$ cat src/rtl/pwr_seq.sv
`timescale 1ns/1ps
module pwr_seq #(
  parameter int unsigned CLK_HZ  = 50_000_000,
  parameter int unsigned HOLD_MS = 50,
  parameter int unsigned SYS_MS  = 10,
  parameter int unsigned HV_MS   = 125,
  parameter int unsigned LV_MS   = 125
) (
  input  logic clk,
  input  logic rst_n,
  input  logic rst_req_n,
  input  logic batt_ok,
  input  logic pgood,
  output logic rst_out_n,
  output logic batt_flt_n,
  output logic sys_en,
  output logic pwr_en,
  output logic clk_en,
  output logic run
);
  localparam logic [63:0] T_HOLD = 64'(HOLD_MS) * 64'(CLK_HZ) / 64'd1000;
  localparam logic [63:0] T_SYS  = 64'(SYS_MS)  * 64'(CLK_HZ) / 64'd1000;
  localparam logic [63:0] T_HV   = 64'(HV_MS)   * 64'(CLK_HZ) / 64'd1000;
  localparam logic [63:0] T_LV   = 64'(LV_MS)   * 64'(CLK_HZ) / 64'd1000;
  localparam logic [63:0] T_A    = (T_HOLD > T_SYS) ? T_HOLD : T_SYS;
  localparam logic [63:0] T_B    = (T_HV > T_LV) ? T_HV : T_LV;
  localparam logic [63:0] T_MAX  = (T_A > T_B) ? T_A : T_B;
  localparam int CW = $clog2(T_MAX) + 1;

  typedef enum logic [2:0] {S_HOLD, S_SYS, S_HV, S_LV, S_RUN, S_FAULT} st_t;

  logic [1:0] req_q, bat_q, pg_q;
  logic req_on, bat_s, pg_s, done, reload;
  st_t st, nxt;
  logic [CW-1:0] cnt, ld;

  always_ff @(posedge clk or negedge rst_n)
    if (!rst_n) begin
      req_q <= '0;
      bat_q <= '0;
      pg_q  <= '0;
    end else begin
      req_q <= {req_q[0], rst_req_n};
      bat_q <= {bat_q[0], batt_ok};
      pg_q  <= {pg_q[0], pgood};
    end

  assign req_on = !req_q[1];
  assign bat_s  = bat_q[1];
  assign pg_s   = pg_q[1];
  assign done   = (cnt == '0);

  always_comb begin
    nxt = st;
    if (req_on) nxt = S_HOLD;
    else if (!bat_s && st != S_FAULT) nxt = S_HOLD;
    else
      case (st)
        S_HOLD: if (done) nxt = S_SYS;
        S_SYS:  if (done) nxt = S_HV;
        S_HV:   if (done) nxt = S_LV;
        S_LV:   if (done) nxt = pg_s ? S_RUN : S_FAULT;
        default: ;
      endcase
  end

  always_comb
    case (nxt)
      S_HOLD:  ld = CW'(T_HOLD - 64'd1);
      S_SYS:   ld = CW'(T_SYS - 64'd1);
      S_HV:    ld = CW'(T_HV - 64'd1);
      S_LV:    ld = CW'(T_LV - 64'd1);
      default: ld = '0;
    endcase

  assign reload = (nxt != st) || (nxt == S_HOLD && (req_on || !bat_s));

  always_ff @(posedge clk or negedge rst_n)
    if (!rst_n) begin
      st         <= S_HOLD;
      cnt        <= CW'(T_HOLD - 64'd1);
      rst_out_n  <= 1'b0;
      batt_flt_n <= 1'b0;
      sys_en     <= 1'b0;
      pwr_en     <= 1'b0;
      clk_en     <= 1'b0;
      run        <= 1'b0;
    end else begin
      st         <= nxt;
      cnt        <= reload ? ld : (done ? cnt : cnt - 1'b1);
      rst_out_n  <= (nxt != S_HOLD);
      batt_flt_n <= bat_s;
      sys_en     <= (nxt == S_HV) || (nxt == S_LV) || (nxt == S_RUN);
      pwr_en     <= (nxt == S_LV) || (nxt == S_RUN);
      clk_en     <= (nxt == S_RUN);
      run        <= (nxt == S_RUN) && clk_en;
    end

  p_rail_order_r9: assert property (@(posedge clk) disable iff (!rst_n)
    (pwr_en |-> sys_en) and (clk_en |-> pwr_en) and (run |-> clk_en));

  p_req_clears_r8: assert property (@(posedge clk) disable iff (!rst_n)
    req_on |=> (!rst_out_n && !sys_en && !pwr_en && !clk_en && !run));

  p_batt_gate_r3: assert property (@(posedge clk) disable iff (!rst_n)
    (!bat_s && st != S_FAULT) |=> (!rst_out_n && !sys_en));

  p_fault_sticky_r7: assert property (@(posedge clk) disable iff (!rst_n)
    (st == S_FAULT && !req_on) |=> (st == S_FAULT && !sys_en && !pwr_en && rst_out_n));

  p_hold_quiet_r2: assert property (@(posedge clk) disable iff (!rst_n)
    !rst_out_n |-> (!sys_en && !clk_en));
endmodule

$ cat config.mk
export PLATFORM = sky130hd
export DESIGN_NAME = pwr_seq
export DESIGN_NICKNAME = d
export VERILOG_FILES = /design/src/rtl/pwr_seq.sv
export SDC_FILE = /design/constraint.sdc
export NUM_CORES = 1
export LEC_CHECK = 0
export BUFFER_PORTS_ARGS = -buffer_cell sky130_fd_sc_hd__buf_2
export CORE_MARGIN = 5
export CORE_UTILIZATION = 64
export CTS_BUF_LIST = sky130_fd_sc_hd__clkbuf_16
export CTS_CLUSTER_SIZE = 8
export DETAILED_ROUTE_END_ITERATION = 10
export PLACE_DENSITY_LB_ADDON = 0.3
export SLEW_MARGIN = 25
export SYNTH_ARGS = -nofsm -noshare
export SYNTH_HDL_FRONTEND = slang
export SYNTH_SLANG_ARGS = --single-unit
export TNS_END_PERCENT = 10
$ cat constraint.sdc
create_clock -name clk -period 4 [get_ports clk]
set_input_delay 0.2 -clock clk [delete_from_list [all_inputs] [get_ports clk]]
set_output_delay 0.2 -clock clk [all_outputs]
set_load 0.02 [all_outputs]
---- Yosys cells after proc, flatten, opt, wreduce, memory -nomap -nowiden ----
Cells that the tools add are included.
storage, ports and cells
  logic and storage cells ................. 48
  output and inout port bits .............. 6
  input bits .............................. 5
  register bits after elaboration ......... 39
operators by class
  muxes and demuxes ....................... 11
  reductions and logical operators ........ 15
  add/subtract/negate cells ............... 1
  eq/ne operators ......................... 10
operators with widths
  cell                                                                   number
  23-bit case mux with 3 select lines                                    1
  24-bit 2-to-1 mux                                                      2
  24-bit logical NOT                                                     1
  24-bit by 1-bit subtractor with 24-bit output, second input constant   1
  3-bit 2-to-1 mux                                                       6
  3-bit by 2-bit equality test with 1-bit output, second input constant  4
  3-bit case mux with 4 select lines                                     1
  3-bit by 1-bit equality test with 1-bit output, second input constant  2
  3-bit logical NOT                                                      2
  1-bit logical OR                                                       5
  3-bit equality test, second input constant                             1
  1-bit logical AND                                                      3
  3-bit != test                                                          1
  3-bit != test, second input constant                                   1
  3-bit nonzero test                                                     1
  1-bit logical NOT                                                      2
  2-bit by 1-bit != test with 1-bit output, second input constant        1
  2-bit OR reduction                                                     1
  1-bit 2-to-1 mux                                                       1

---- Depth between registers and ports, before layout ----
  depth in word-level cells ............... 9
  gate-level depth with buffers ........... 10
  mapped depth without buffers ............ 7

---- Worst setup path before layout ----
No wires, ideal clock.
  kind .................................... flip-flop to flip-flop
  start ................................... register cnt[0]
  end ..................................... register cnt[21]
  setup slack ............................. 1773 ps
  setup time .............................. 84 ps
  arrival ................................. 2144 ps
  stages on the path, launching flop included .. 10
  data required time ...................... 3916 ps
  buffers on the path ..................... 2
  period minus slack after synthesis ...... 2227 ps
  path through ............................ dfstp_2 > inv_1 > ha_1 > or4b_1 > and4bb_1 > buf_4 > and3_1 > buf_4 > nor2_1 > a311o_1
on the way
  cells in the longest elaborated chain, start to end .. 9
  elaborated cells between the ends (all ways) .. 21
  those cells by class .................... add/sub (1); eq/ne (5); mux (10); reduce/logical (5)
RTL lines
  item                                                                                 line    text
  from (decl)                                                                          35      logic [CW-1:0] cnt, ld;
  from (signal assigned)                                                               81      cnt <= CW'(T_HOLD - 64'd1);
  from (signal assigned)                                                               90      cnt <= reload ? ld : (done ? cnt : cnt - 1'b1);
  24-bit logical NOT                                                                   51      assign done = (cnt == '0);
  3-bit 2-to-1 mux (on tied branches)                                                  -
  3-bit case mux with 4 select lines                                                   58      case (st)
  3-bit 2-to-1 mux                                                                     56      else if (!bat_s && st != S_FAULT) nxt = S_HOLD;
  3-bit 2-to-1 mux                                                                     55      if (req_on) nxt = S_HOLD;
  3-bit by 2-bit equality test with 1-bit output or 3-bit logical NOT (tied branches)  68, 76
  2-bit OR reduction (no line) or 1-bit logical AND (tied branches)                    -
  23-bit case mux with 3 select lines or 1-bit logical OR (tied branches)              68, 76
  24-bit 2-to-1 mux or 2-bit by 1-bit != test with 1-bit output (tied branches)        -
Several ways; a longest one is shown, not always the timed one. The select of a mux whose other input is x is not followed.
A chain may end at the register's enable or synchronous reset.

---- Worst setup path in the final report ----
Same ends and word-level chain as after synthesis.

==> results.yml <==
global_routing:
  gr-usage-met1: 0.2719
  grt_start_max_net_pins: 40
  met2_usage: 0.3317
  grt_pass1_vias: 1377
  grt_pass1_wl_um: 6658
  overflow: 0
  grtUsageTotal: 0.2085
  antenna_found_initial: 0
  met3_usage: 0.06655
  busiest_layer: "met2"
detailed_routing:
  routedWlPerCell_um: 17.04
  initialDrtViolationCount: 106
  drtPass1Iterations: 4
  wl_um: 3801
  detail-route-antenna-nets: 0
  drcViolationCount: 0
  routed_via_density: 6.368
  vias: 1420
setup_path:
  cp_cell_sequence: "inv_1 -> ha_1 -> or4b_1 -> and4bb_1 -> and3_1 -> nor2_1 -> a311o_1"
  cpMaxStageDelayCell: "and3_1"
  r2r_slack_ns: 1.21
  crit_path_max_fanout: 15
  r2r_start: "cnt[0]$_DFFE_PN1P_"
  cp_num_buf_inv: 1
  path_delay_family: "simple AND/OR/NAND/NOR gates"
  critPathRequiredTime_ns: 4.20
  timing.rr.end: "cnt[21]$_DFFE_PN1P_"
  worstPathArrival_ns: 2.99
  critPathMaxStageDelay_ns: 0.54
  critPathCaptureType: "flip-flop"
  timing.critical_path.from_type: "flip-flop"
  reg2reg_depth: 7
  cp-startpoint: "cnt[0]$_DFFE_PN1P_"
  criticalPathCategory: "flip-flop to flip-flop"
pwr:
  pwr-share-seq: 0.506
  total_power_mw: 0.7971
  combPwrFrac: 0.026
  vdd_drop_max_v: 0.0004667
  p_leak_nw: 0.8299
  sw_frac_of_total: 0.2068
  p_switching_mw: 0.1648
  pwr-share-clk: 0.468
  cellPowerDensity_nw_per_um2: 386.1
  p_int_mw: 0.6323
synthesis:
  ys_types: 40
  synth_fp_nets: 187
  synth_top_area_frac: 0.3610
  ys_ff_latch: 39
  syn_inst: 181
  avgSynthCellArea_um2: 10.34
  ys_warn_count: 0
  syn_area_um2: 1872
  yosysSeqAreaShare: 0.5294
  synthTopCellsByArea: "dfrtp_1, dfstp_2, xor2_1, nor2_1, xnor2_1"
  synth.largest_area_cell: "dfrtp_1"
timing:
  setup_viol_count_final: 0
  setup-tns-final_ns: 0
  fin_crit_ns: 2.788
  drv_slew: 0
  grt_setup_unrepaired: "no"
  fin_crit_sh: 0.6971
  hold_viol: 0
  maxSlewHeadroom: 0.4604
  clock_skew_ns: 0.005124
  tightest_slew_ns: 0.8094
  fmax_mhz: 358.7
clock_network:
  hold_buffers: 0
  clock_path_buffers: 2
  cts_tree: "done"
  clk_latency_ns: 0.28
  cts.sink_count: 39
  cts.reportedPaths.clkPinSlew_ns: 0.05
  cts.repair.resized: 0
  cts_setup_buffers: 0
  clockRootBuffer: "clkbuf_16"
  h-tree-depth: 2
  cts_inserted_buffers: 5
placed_design:
  gp_congestion: 0.8529
  hpwl_um: 2583
  portBuffers: 10
cells_and_area:
  syn_to_final_growth_pct: 10.29
  regArea_um2: 991.0
  fillCellCount: 196
  fin_nets: 197
  layout-drive-gt1-share: 0.1875
  antennaDiodeCount: 0
  multi_input_area_um2: 820.8
floorplanning:
  core_um2: 2781
  start_util: 0.6730
  die_w_um: 64.08
  chipHeight_um: 64.08
  ios: 11
  num_rows: 19
  dieArea_um2: 4106
worst_hold_path:
  holdCritPathClass: "primary input to async pin"
job:
  maxCapViolations: 0
status:
  status: "finished, final reports clean"
cell type report:
| class | instances | share of cell area |
|---|---|---|
| flip-flops and latches | 39 | 0.4800 |
| multi-input cells | 130 | 0.3976 |
| clock buffers | 5 | 0.06061 |
| repair buffers | 11 | 0.02788 |
| well taps | 31 | 0.01879 |
| clock inverters | 3 | 0.007879 |
| inverters | 4 | 0.007273 |
kinds of logic after synthesis:
| family | count (synthesis) | synth area share |
|---|---|---|
| adders and majority gates | 1 | 0.006683 |
| AOI/OAI and AO/OA | 37 | 0.1330 |
| DFF | 39 | 0.5294 |
| xor gates and xnor gates | 18 | 0.08422 |
| muxes | 1 | 0.005348 |
| and+or+nand+nor | 73 | 0.2092 |
| buffers and inverters | 12 | 0.03208 |
synth_stat cells:
| library cell | n |
|---|---|
| mux2i_1 | 1 |
| clkbuf_1 | 5 |
| nor4_1 | 6 |
| and4bb_1 | 1 |
| xor2_1 | 11 |
| and3b_1 | 1 |
| a21oi_1 | 9 |
| nand3_2 | 1 |
| nor2b_1 | 1 |
| o21ai_0 | 12 |
| buf_6 | 1 |
| nor3_1 | 8 |
| a22oi_1 | 1 |
| nand2b_1 | 1 |
| and2_1 | 1 |
| a21boi_0 | 1 |
| a311o_1 | 1 |
| inv_1 | 4 |
| or4b_1 | 1 |
| nand4b_1 | 1 |
| a211oi_1 | 2 |
| nor2_1 | 23 |
| ha_1 | 1 |
| or4_1 | 6 |
| nand3b_1 | 2 |
| nand3_1 | 3 |
| and3_1 | 3 |
| nand2_1 | 9 |
| a31o_2 | 1 |
| xnor2_1 | 7 |
| o211ai_1 | 4 |
| dfstp_2 | 12 |
| buf_4 | 2 |
| o21ai_2 | 1 |
| a211oi_2 | 2 |
| o21a_1 | 2 |
| nand4_1 | 2 |
| dfrtp_1 | 27 |
| o41ai_2 | 1 |
| or3_1 | 3 |
cell usage in the layout, fill, tap and decap left out, types with 6 or more instances in the layout:
master and count:
buf_2 10, nand2_1 9, nor2_1 23, o21ai_0 12, a21oi_1 9, dfstp_2 12
or4_1 6, xor2_1 11, dfrtp_1 27, xnor2_1 7, nor3_1 8, nor4_1 6
how the worst max path moves through the flow:
| stage | to | slack, ns | cells past startpoint |
|---|---|---|---|
| after CTS | cnt[21]$_DFFE_PN1P_ | 1.26 | 7 |
| final | cnt[21]$_DFFE_PN1P_ | 1.21 | 7 |
| after detailed placement | cnt[21]$_DFFE_PN1P_ | 1.28 | 7 |
| after global placement | cnt[21]$_DFFE_PN1P_ | 1.35 | 7 |
| after floorplan | cnt[21]$_DFFE_PN1P_ | 1.77 | 9 |
| after global routing | cnt[21]$_DFFE_PN1P_ | 1.06 | 7 |
stage by stage:
| stage | setup slack [ns] | hold WS (ns) | util | instance area [um^2] | std cells |
|---|---|---|---|---|---|
| 2_1_floorplan | 1.773 | -0.09559 | - | 1872 | 181 |
| 3_3_place_gp | 1.354 | 0.3082 | 0.6914 | 1923 | 215 |
| 3_5_place_dp | 1.278 | 0.3099 | 0.6914 | 1923 | 215 |
| 4_1_cts | 1.258 | 0.02131 | 0.7422 | 2064 | 223 |
| 5_1_grt | 1.058 | 0.02090 | 0.7422 | 2064 | 223 |
| 6_report | 1.212 | 0.01241 | 0.7422 | 2064 | 223 |
layer usage:
metal  wire (um)  vias to the layer above
met1        1614                      688
met5           0                        -
met2        1877                       53
met4          48                        0
li1            -                      674
met3         260                        5
power groups by stage:
stage               Clock (mW)  Sequential [mW]  Combinational, mW
floorplan                    0            0.410            0.00764
global placement             0            0.409             0.0205
detailed placement           0            0.410             0.0211
CTS                      0.380            0.403             0.0210
global route             0.402            0.404             0.0241
finish                   0.373            0.403             0.0206
sequential cells by signal, indices dropped and copies added (netlist names):
name        count
pwr_en          1
bat_q           2
batt_flt_n      1
clk_en          1
pg_q            2
cnt            24
sys_en          1
rst_out_n       1
run             1
req_q           2
st              3
Power figures use the tool's default switching activity.
